[src/rtl/rtc_cmd_shifter.sv]
module rtc_cmd_shifter #(
  parameter bit EXTENDED    = 1'b1,
  parameter int BYTE_W      = 8,
  parameter int STD_BYTES   = 5,
  parameter int EXT_BYTES   = 6,
  parameter int CMD_W       = 4,
  parameter int PIN_W       = 3,
  parameter int SYNC_STAGES = 2
) (
  input  logic                        clk,
  input  logic                        rst_n,
  input  logic                        cs_i,
  input  logic                        stb_i,
  input  logic                        sclk_i,
  input  logic                        din_i,
  input  logic                        oe_i,
  input  logic [PIN_W-1:0]            cmd_pins_i,
  input  logic [BYTE_W*EXT_BYTES-1:0] tc_rd_i,
  output logic                        dout_o,
  output logic [(1<<CMD_W)-1:0]       mode_o,
  output logic [BYTE_W*EXT_BYTES-1:0] tc_wr_o,
  output logic                        tc_load_o
);
  localparam int DW    = BYTE_W * EXT_BYTES;
  localparam int SW    = BYTE_W * STD_BYTES;
  localparam int NMODE = 1 << CMD_W;
  localparam logic [CMD_W-1:0] C_HOLD  = CMD_W'(0);
  localparam logic [CMD_W-1:0] C_SHIFT = CMD_W'(1);
  localparam logic [CMD_W-1:0] C_SET   = CMD_W'(2);
  localparam logic [CMD_W-1:0] C_READ  = CMD_W'(3);
  localparam logic [CMD_W-1:0] C_PULSE = CMD_W'(4);
  localparam logic [CMD_W-1:0] C_TEST  = CMD_W'(NMODE - 1);

  logic [SYNC_STAGES-1:0] cs_sy, stb_sy, sclk_sy, din_sy;
  logic                   stb_d, sclk_d;
  logic [CMD_W-1:0]       cmd_q, creg_q;
  logic [DW-1:0]          dreg_q;
  logic                   dbit_q, test_q;

  always_ff @(posedge clk or negedge rst_n) begin
    if (!rst_n) begin
      cs_sy   <= '0;
      stb_sy  <= '0;
      sclk_sy <= '0;
      din_sy  <= '0;
      stb_d   <= 1'b0;
      sclk_d  <= 1'b0;
    end else begin
      cs_sy   <= {cs_sy[SYNC_STAGES-2:0], cs_i};
      stb_sy  <= {stb_sy[SYNC_STAGES-2:0], stb_i};
      sclk_sy <= {sclk_sy[SYNC_STAGES-2:0], sclk_i};
      din_sy  <= {din_sy[SYNC_STAGES-2:0], din_i};
      stb_d   <= stb_sy[SYNC_STAGES-1];
      sclk_d  <= sclk_sy[SYNC_STAGES-1];
    end
  end

  wire cs_s      = cs_sy[SYNC_STAGES-1];
  wire din_s     = din_sy[SYNC_STAGES-1];
  wire stb_rise  = cs_s & stb_sy[SYNC_STAGES-1] & ~stb_d;
  wire sclk_rise = cs_s & sclk_sy[SYNC_STAGES-1] & ~sclk_d;
  wire all_high  = &cmd_pins_i;
  wire ser_mode  = EXTENDED & all_high;

  wire [CMD_W-1:0] par_cmd  = all_high ? C_TEST : CMD_W'(cmd_pins_i);
  wire [CMD_W-1:0] new_cmd  = ser_mode ? creg_q : par_cmd;
  wire             chain_in = ser_mode ? creg_q[0] : din_s;

  logic [DW-1:0] shift_nx, read_nx, set_word;
  always_comb begin
    if (ser_mode) begin
      shift_nx = {chain_in, dreg_q[DW-1:1]};
      read_nx  = tc_rd_i;
      set_word = dreg_q;
    end else begin
      shift_nx = {dreg_q[DW-1:SW], chain_in, dreg_q[SW-1:1]};
      read_nx  = {dreg_q[DW-1:SW], tc_rd_i[SW-1:0]};
      set_word = {{(DW-SW){1'b0}}, dreg_q[SW-1:0]};
    end
  end

  always_ff @(posedge clk or negedge rst_n) begin
    if (!rst_n) begin
      creg_q <= '0;
    end else if (sclk_rise && ser_mode) begin
      creg_q <= {din_s, creg_q[CMD_W-1:1]};
    end
  end

  always_ff @(posedge clk or negedge rst_n) begin
    if (!rst_n) begin
      cmd_q     <= C_HOLD;
      dreg_q    <= '0;
      dbit_q    <= 1'b0;
      test_q    <= 1'b0;
      tc_wr_o   <= '0;
      tc_load_o <= 1'b0;
    end else begin
      tc_load_o <= 1'b0;
      if (stb_rise) begin
        cmd_q <= new_cmd;
        if (new_cmd == C_TEST)
          test_q <= 1'b1;
        else if (new_cmd == C_HOLD || new_cmd >= C_PULSE)
          test_q <= 1'b0;
        case (new_cmd)
          C_SHIFT: dbit_q <= dreg_q[0];
          C_SET: begin
            dbit_q    <= dreg_q[0];
            tc_wr_o   <= set_word;
            tc_load_o <= 1'b1;
          end
          C_READ:  dreg_q <= read_nx;
          default: ;
        endcase
      end else if (sclk_rise && cmd_q == C_SHIFT) begin
        dreg_q <= shift_nx;
        dbit_q <= shift_nx[0];
      end
    end
  end

  assign dout_o = (oe_i | test_q) ? dbit_q : 1'b1;
  assign mode_o = NMODE'(1) << cmd_q;
endmodule

[config.mk]
export PLATFORM = sky130hd
export DESIGN_NAME = rtc_cmd_shifter
export DESIGN_NICKNAME = d
export VERILOG_FILES = /design/src/rtl/rtc_cmd_shifter.sv
export SDC_FILE = /design/constraint.sdc
export NUM_CORES = 1
export LEC_CHECK = 0
export ABC_AREA = 1
export CORE_MARGIN = 2
export CORE_UTILIZATION = 49
export CTS_CLUSTER_DIAMETER = 60
export DETAILED_ROUTE_END_ITERATION = 10
export PLACE_DENSITY = 0.9
export SLEW_MARGIN = 0
export SYNTH_ARGS = -nofsm -noshare
export SYNTH_HDL_FRONTEND = slang
export SYNTH_SLANG_ARGS = --single-unit
[constraint.sdc]
create_clock -name clk -period 1.6 [get_ports clk]
set_clock_uncertainty 0.05 [all_clocks]
set_input_delay 0.48 -clock clk [delete_from_list [all_inputs] [get_ports clk]]
set_output_delay 0.48 -clock clk [all_outputs]
set_load 0.1 [all_outputs]
==> flow_metrics.tcl, run 1 <==
set metrics [dict create \
    status "stopped before the end" \
    stop_stage "global routing" \
    error "[ERROR DPL-0038] Utilization greater than 100%, impossible to legalize" \
    cts_buffers 17 \
    start_util_pct 49.6 \
    io_buffers 123 \
    clock-sinks 117 \
    routabilityCongestion 0.909 \
    h-tree-depth 4 \
    syn_avg_cell_area_um2 8.26 \
    ios 124 \
    grt_max_degree 51 \
    worstEndpointGrtRepair "mode_o[9]" \
    ys_ff_latch 117 \
    die_y_um 106 \
    synth.distinct_cells 21 \
    worstEndpointType "top-level output" \
    hpwlAfterDp_um 9680 \
    synth_top_area_share_pct 57.9 \
    yosysWarnings 0 \
    yosysTopAreaCell "dfrtp_1" \
    ys_seq_area_share_pct 57.9 \
    synth_area_leaders "dfrtp_1 58%, nand2_1 16%, o21ai_0 13%, inv_1 4.5%, nand3_1 2.2%" \
    dp_slack_ps -723 \
    num_rows 37 \
    clock-root-buffer "clkbuf_8" \
    die_width_um 106 \
    max-clock-path-buffers 2 \
    synth_nets 670 \
    netlist_area_mm2 0.00505 \
    synthCells 612 \
]
## through the flow
| step | instance area, um^2 | utilization (%) | hold WS (ps) | cells | TNS, ps |
|---|---|---|---|---|---|
| after CTS | 9350 | 91.8 | 300 | 968 | -26810 |
| after global placement | 7510 | 73.7 | 284 | 878 | -50400 |
| after detailed placement | 7510 | 73.7 | 287 | 878 | -63880 |
| after floorplan | 5200 | - | 134 | 612 | -40270 |
## cells by family after synthesis
group	count (synthesis)	share of synthesized area, %
flops	117	57.9
compound gates	131	13.1
buf+inv	96	8.00
simple gates	268	21.0
## synth_stat cells
| cell | n |
|---|---|
| nand2_1 | 209 |
| o21ai_0 | 127 |
| dfrtp_1 | 117 |
| inv_1 | 61 |
| nor2_1 | 28 |
| nand3_1 | 22 |
| buf_2 | 17 |
| clkbuf_1 | 12 |
| a21oi_1 | 2 |
| buf_4 | 2 |
| buf_6 | 2 |
| nand2_2 | 2 |
| nand4_1 | 2 |
| nor4_1 | 2 |
| a21oi_2 | 1 |
| clkinv_1 | 1 |
| inv_2 | 1 |
| nor2_2 | 1 |
| nor3_1 | 1 |
| nor3_2 | 1 |
| o21bai_1 | 1 |
## repair_timing
action / in CTS
setup buffers: 44
resized for setup: 180
pin swaps: 20
hold buffers: 1
cloned: 13
endpoints found under the setup margin: 165
endpoints found under the hold margin: 24
==> run 2, diff against run 1 <==
--- a/config.mk
+++ b/config.mk
@@ -7,10 +7,9 @@
 export LEC_CHECK = 0
 export ABC_AREA = 1
 export CORE_MARGIN = 2
-export CORE_UTILIZATION = 49
-export CTS_CLUSTER_DIAMETER = 60
+export CORE_UTILIZATION = 40
 export DETAILED_ROUTE_END_ITERATION = 10
-export PLACE_DENSITY = 0.9
+export PLACE_DENSITY_LB_ADDON = 0.15
 export SLEW_MARGIN = 0
 export SYNTH_ARGS = -nofsm -noshare
 export SYNTH_HDL_FRONTEND = slang
==> run 2 against run 1 <==
  * The flow now finishes, with violations (negative setup slack)
  * Area after synthesis unchanged
  * Synthesized cell count stayed put
==> flow_metrics.tcl, run 2 <==
set metrics [dict create \
    routabilityCongestion 0.841 \
    antenna_left 0 \
    synth.distinct_cells 21 \
    ios 124 \
    num_vias 5003 \
    max_freq_ghz 0.489 \
    netlist_area_mm2 0.00505 \
    synth_area_leaders "dfrtp_1 58%, nand2_1 16%, o21ai_0 13%, inv_1 4.5%, nand3_1 2.2%" \
    leakagePower_nw 4.28 \
    synth_compound_area_share_pct 13.1 \
    ir_drop_uv 1460 \
    muxShareOfSynthArea_pct 0 \
    drt_first_iter_violations 479 \
    maxCapViolCount 0 \
    synth_adder_area_share_pct 0 \
    hp-class "flip-flop to flip-flop" \
    synth_nets 670 \
    die_width_um 116 \
    yosysWarnings 0 \
    fin_ws_ps -443 \
    finalSetupViolations 67 \
    synth_commonest_cells "209 x nand2_1, 127 x o21ai_0, 117 x dfrtp_1, 61 x inv_1, 28 x nor2_1" \
    power-per-cell-area_mw_per_mm2 1690 \
    start_util_pct 40.5 \
    rsz0062_at_grt "true" \
    die_area_mm2 0.0135 \
    violations "negative setup slack" \
    ys_seq_area_share_pct 57.9 \
    synthArstFlopShare_pct 100 \
    ys_ff_latch 117 \
    yosysMostFrequentCell "nand2_1" \
    worstPathMaxFanout 7 \
    hold_viol_final 0 \
    h-tree-depth 4 \
    max_slew_margin_pct 77.1 \
    switchingPower_w 0.00688 \
    synth_edf_count 0 \
    synthToLayoutAreaGrowth_pct 86.4 \
    yosysTopAreaCell "dfrtp_1" \
    clock_power_share_pct 23.2 \
    fin_setup_tns_ps -22820 \
    crit_type "flip-flop to output pin" \
    clock-sinks 117 \
    finalWirelength_um 16700 \
    crit_path_end_kind "output pin" \
    track_usage_pct 24.4 \
    core_mm2 0.0125 \
    tightest_slew_ps 340 \
    dp_slack_ps -700 \
    io_buffers 123 \
    grt_pass1_wl_um 25300 \
    status "finished with violations" \
    synthCells 612 \
    synth-main-ff-cell "dfrtp_1" \
    clock-root-buffer "clkbuf_16" \
    min_period_ps 2040 \
    first_pass_iters 7 \
    route.detailed.drc 0 \
    p_seq_share_pct 29.1 \
    viasPerCell 5.02 \
    drive_gt1_share_pct 36.7 \
    max-clock-path-buffers 2 \
    final_nets 873 \
    grt_max_degree 50 \
    synth_top_area_share_pct 57.9 \
    diodes 0 \
    layout_commonest_cell "nand2_1" \
    p_comb_share_pct 47.7 \
    overflow 0 \
    clk_latency_ps 410 \
    synth_top_family_by_area "simple AND/OR/NAND/NOR gates" \
    fin_crit_sh_pct 128 \
    die_y_um 116 \
    synth-simple-area-share_pct 21.0 \
    hold_ws_ps 295 \
    wire_per_inst_um 16.8 \
    top_regs "dreg_q x48, tc_wr_o x48" \
    arrival_ps 1510 \
    hpwlAfterDp_um 8730 \
    internal_power_w 0.00906 \
    cts_tree "built" \
    swShare_pct 43.2 \
    cts_buffers 17 \
    crit_path_start_kind "flip-flop" \
    syn_avg_cell_area_um2 8.26 \
    num_rows 41 \
    slew_violations 0 \
    clk_pin_slew_ps 50 \
    grt_pass1_vias 5134 \
    worstPathRequired_ps 1070 \
    synth_xor_xnor_area_share_pct 0 \
    grt_antenna_before_repair 0 \
    final_cell_mix "157 x nand2_1, 114 x dfrtp_1, 84 x buf_12" \
]
[run 2: cell counts after synthesis]
Identical to the previous run, type by type.
[run 2: cell type report]
type	instances	area (um^2)
multi-input combinational	399	2210
clock buffer	23	488
inverter	63	246
tap	172	215
sequential	117	2930
fill	817	3050
clock inverter	5	75.1
timing repair buffer	217	3250
[run 2: final timing paths]
check	startpoint	end	slack, ps	cells after the start
min in group asynchronous	rst_n	cmd_q[0]	480	2
setup / recovery	cmd_q[1]	mode_o[9]	-440	5
hold / removal	din_sy[0]	din_sy[1]	300	0
max in group asynchronous	rst_n	tc_wr_o[23]	500	3
setup reg to reg	cmd_q[1]	dreg_q[5]	-430	12
hold reg to reg	din_sy[0]	din_sy[1]	300	0
[run 2: what timing repair did]
| action | in CTS | in global routing |
|---|---|---|
| cloned | 15 | 6 |
| resized for setup | 141 | 83 |
| endpoints found under the setup margin | 115 | 116 |
| buffers inserted | 20 | 11 |
| pin swaps | 19 | 9 |
| endpoints found under the hold margin | 10 | 0 |
| hold buffers | 1 | 0 |
[run 2: worst max-delay path, cell delays in order (launching register included)]
cell,delay (ps)
dfrtp_1,410
inv_4,150
nand2_4,80
buf_6,120
nor3_4,140
buf_12,200
[run 2: kinds of logic (layout without fill, tap and decap cells)]
group | count (synthesis) | in the layout
buffers and inverters | 96 | 308
DFF | 117 | 117
and+or+nand+nor | 268 | 268
AOI/OAI and AO/OA | 131 | 131
[run 2: through the flow]
stage	utilization, %	instance area [um^2]	cells	total power (W)
floorplan	-	5200	612	0.00869
global placement	60.7	7570	916	0.0114
detailed placement	60.7	7570	916	0.0115
CTS	72.9	9090	979	0.0157
global route	75.5	9420	996	0.0166
finish	75.5	9420	996	0.0159
[run 2: power groups by stage]
stage	combinational, W	sequential (W)	clock (W)
final	0.00760	0.00465	0.00369
after global routing	0.00798	0.00473	0.00387
after CTS	0.00736	0.00459	0.00371
after detailed placement	0.00690	0.00461	0
after global placement	0.00682	0.00459	0
after floorplan	0.00152	0.00717	0
[run 2: metal layers]
metal  GRT usage (%)  vias up  part of all wire, %  wire [um]
met4            8.73        0                  2.7        450
li1                -     2363                    -          -
met2            39.4      180                   49       8200
met5               0        -                    0          0
met3            5.71       49                  5.4        901
met1            32.3     2411                   43       7200
No activity file was read; power rests on OpenSTA's default activity.
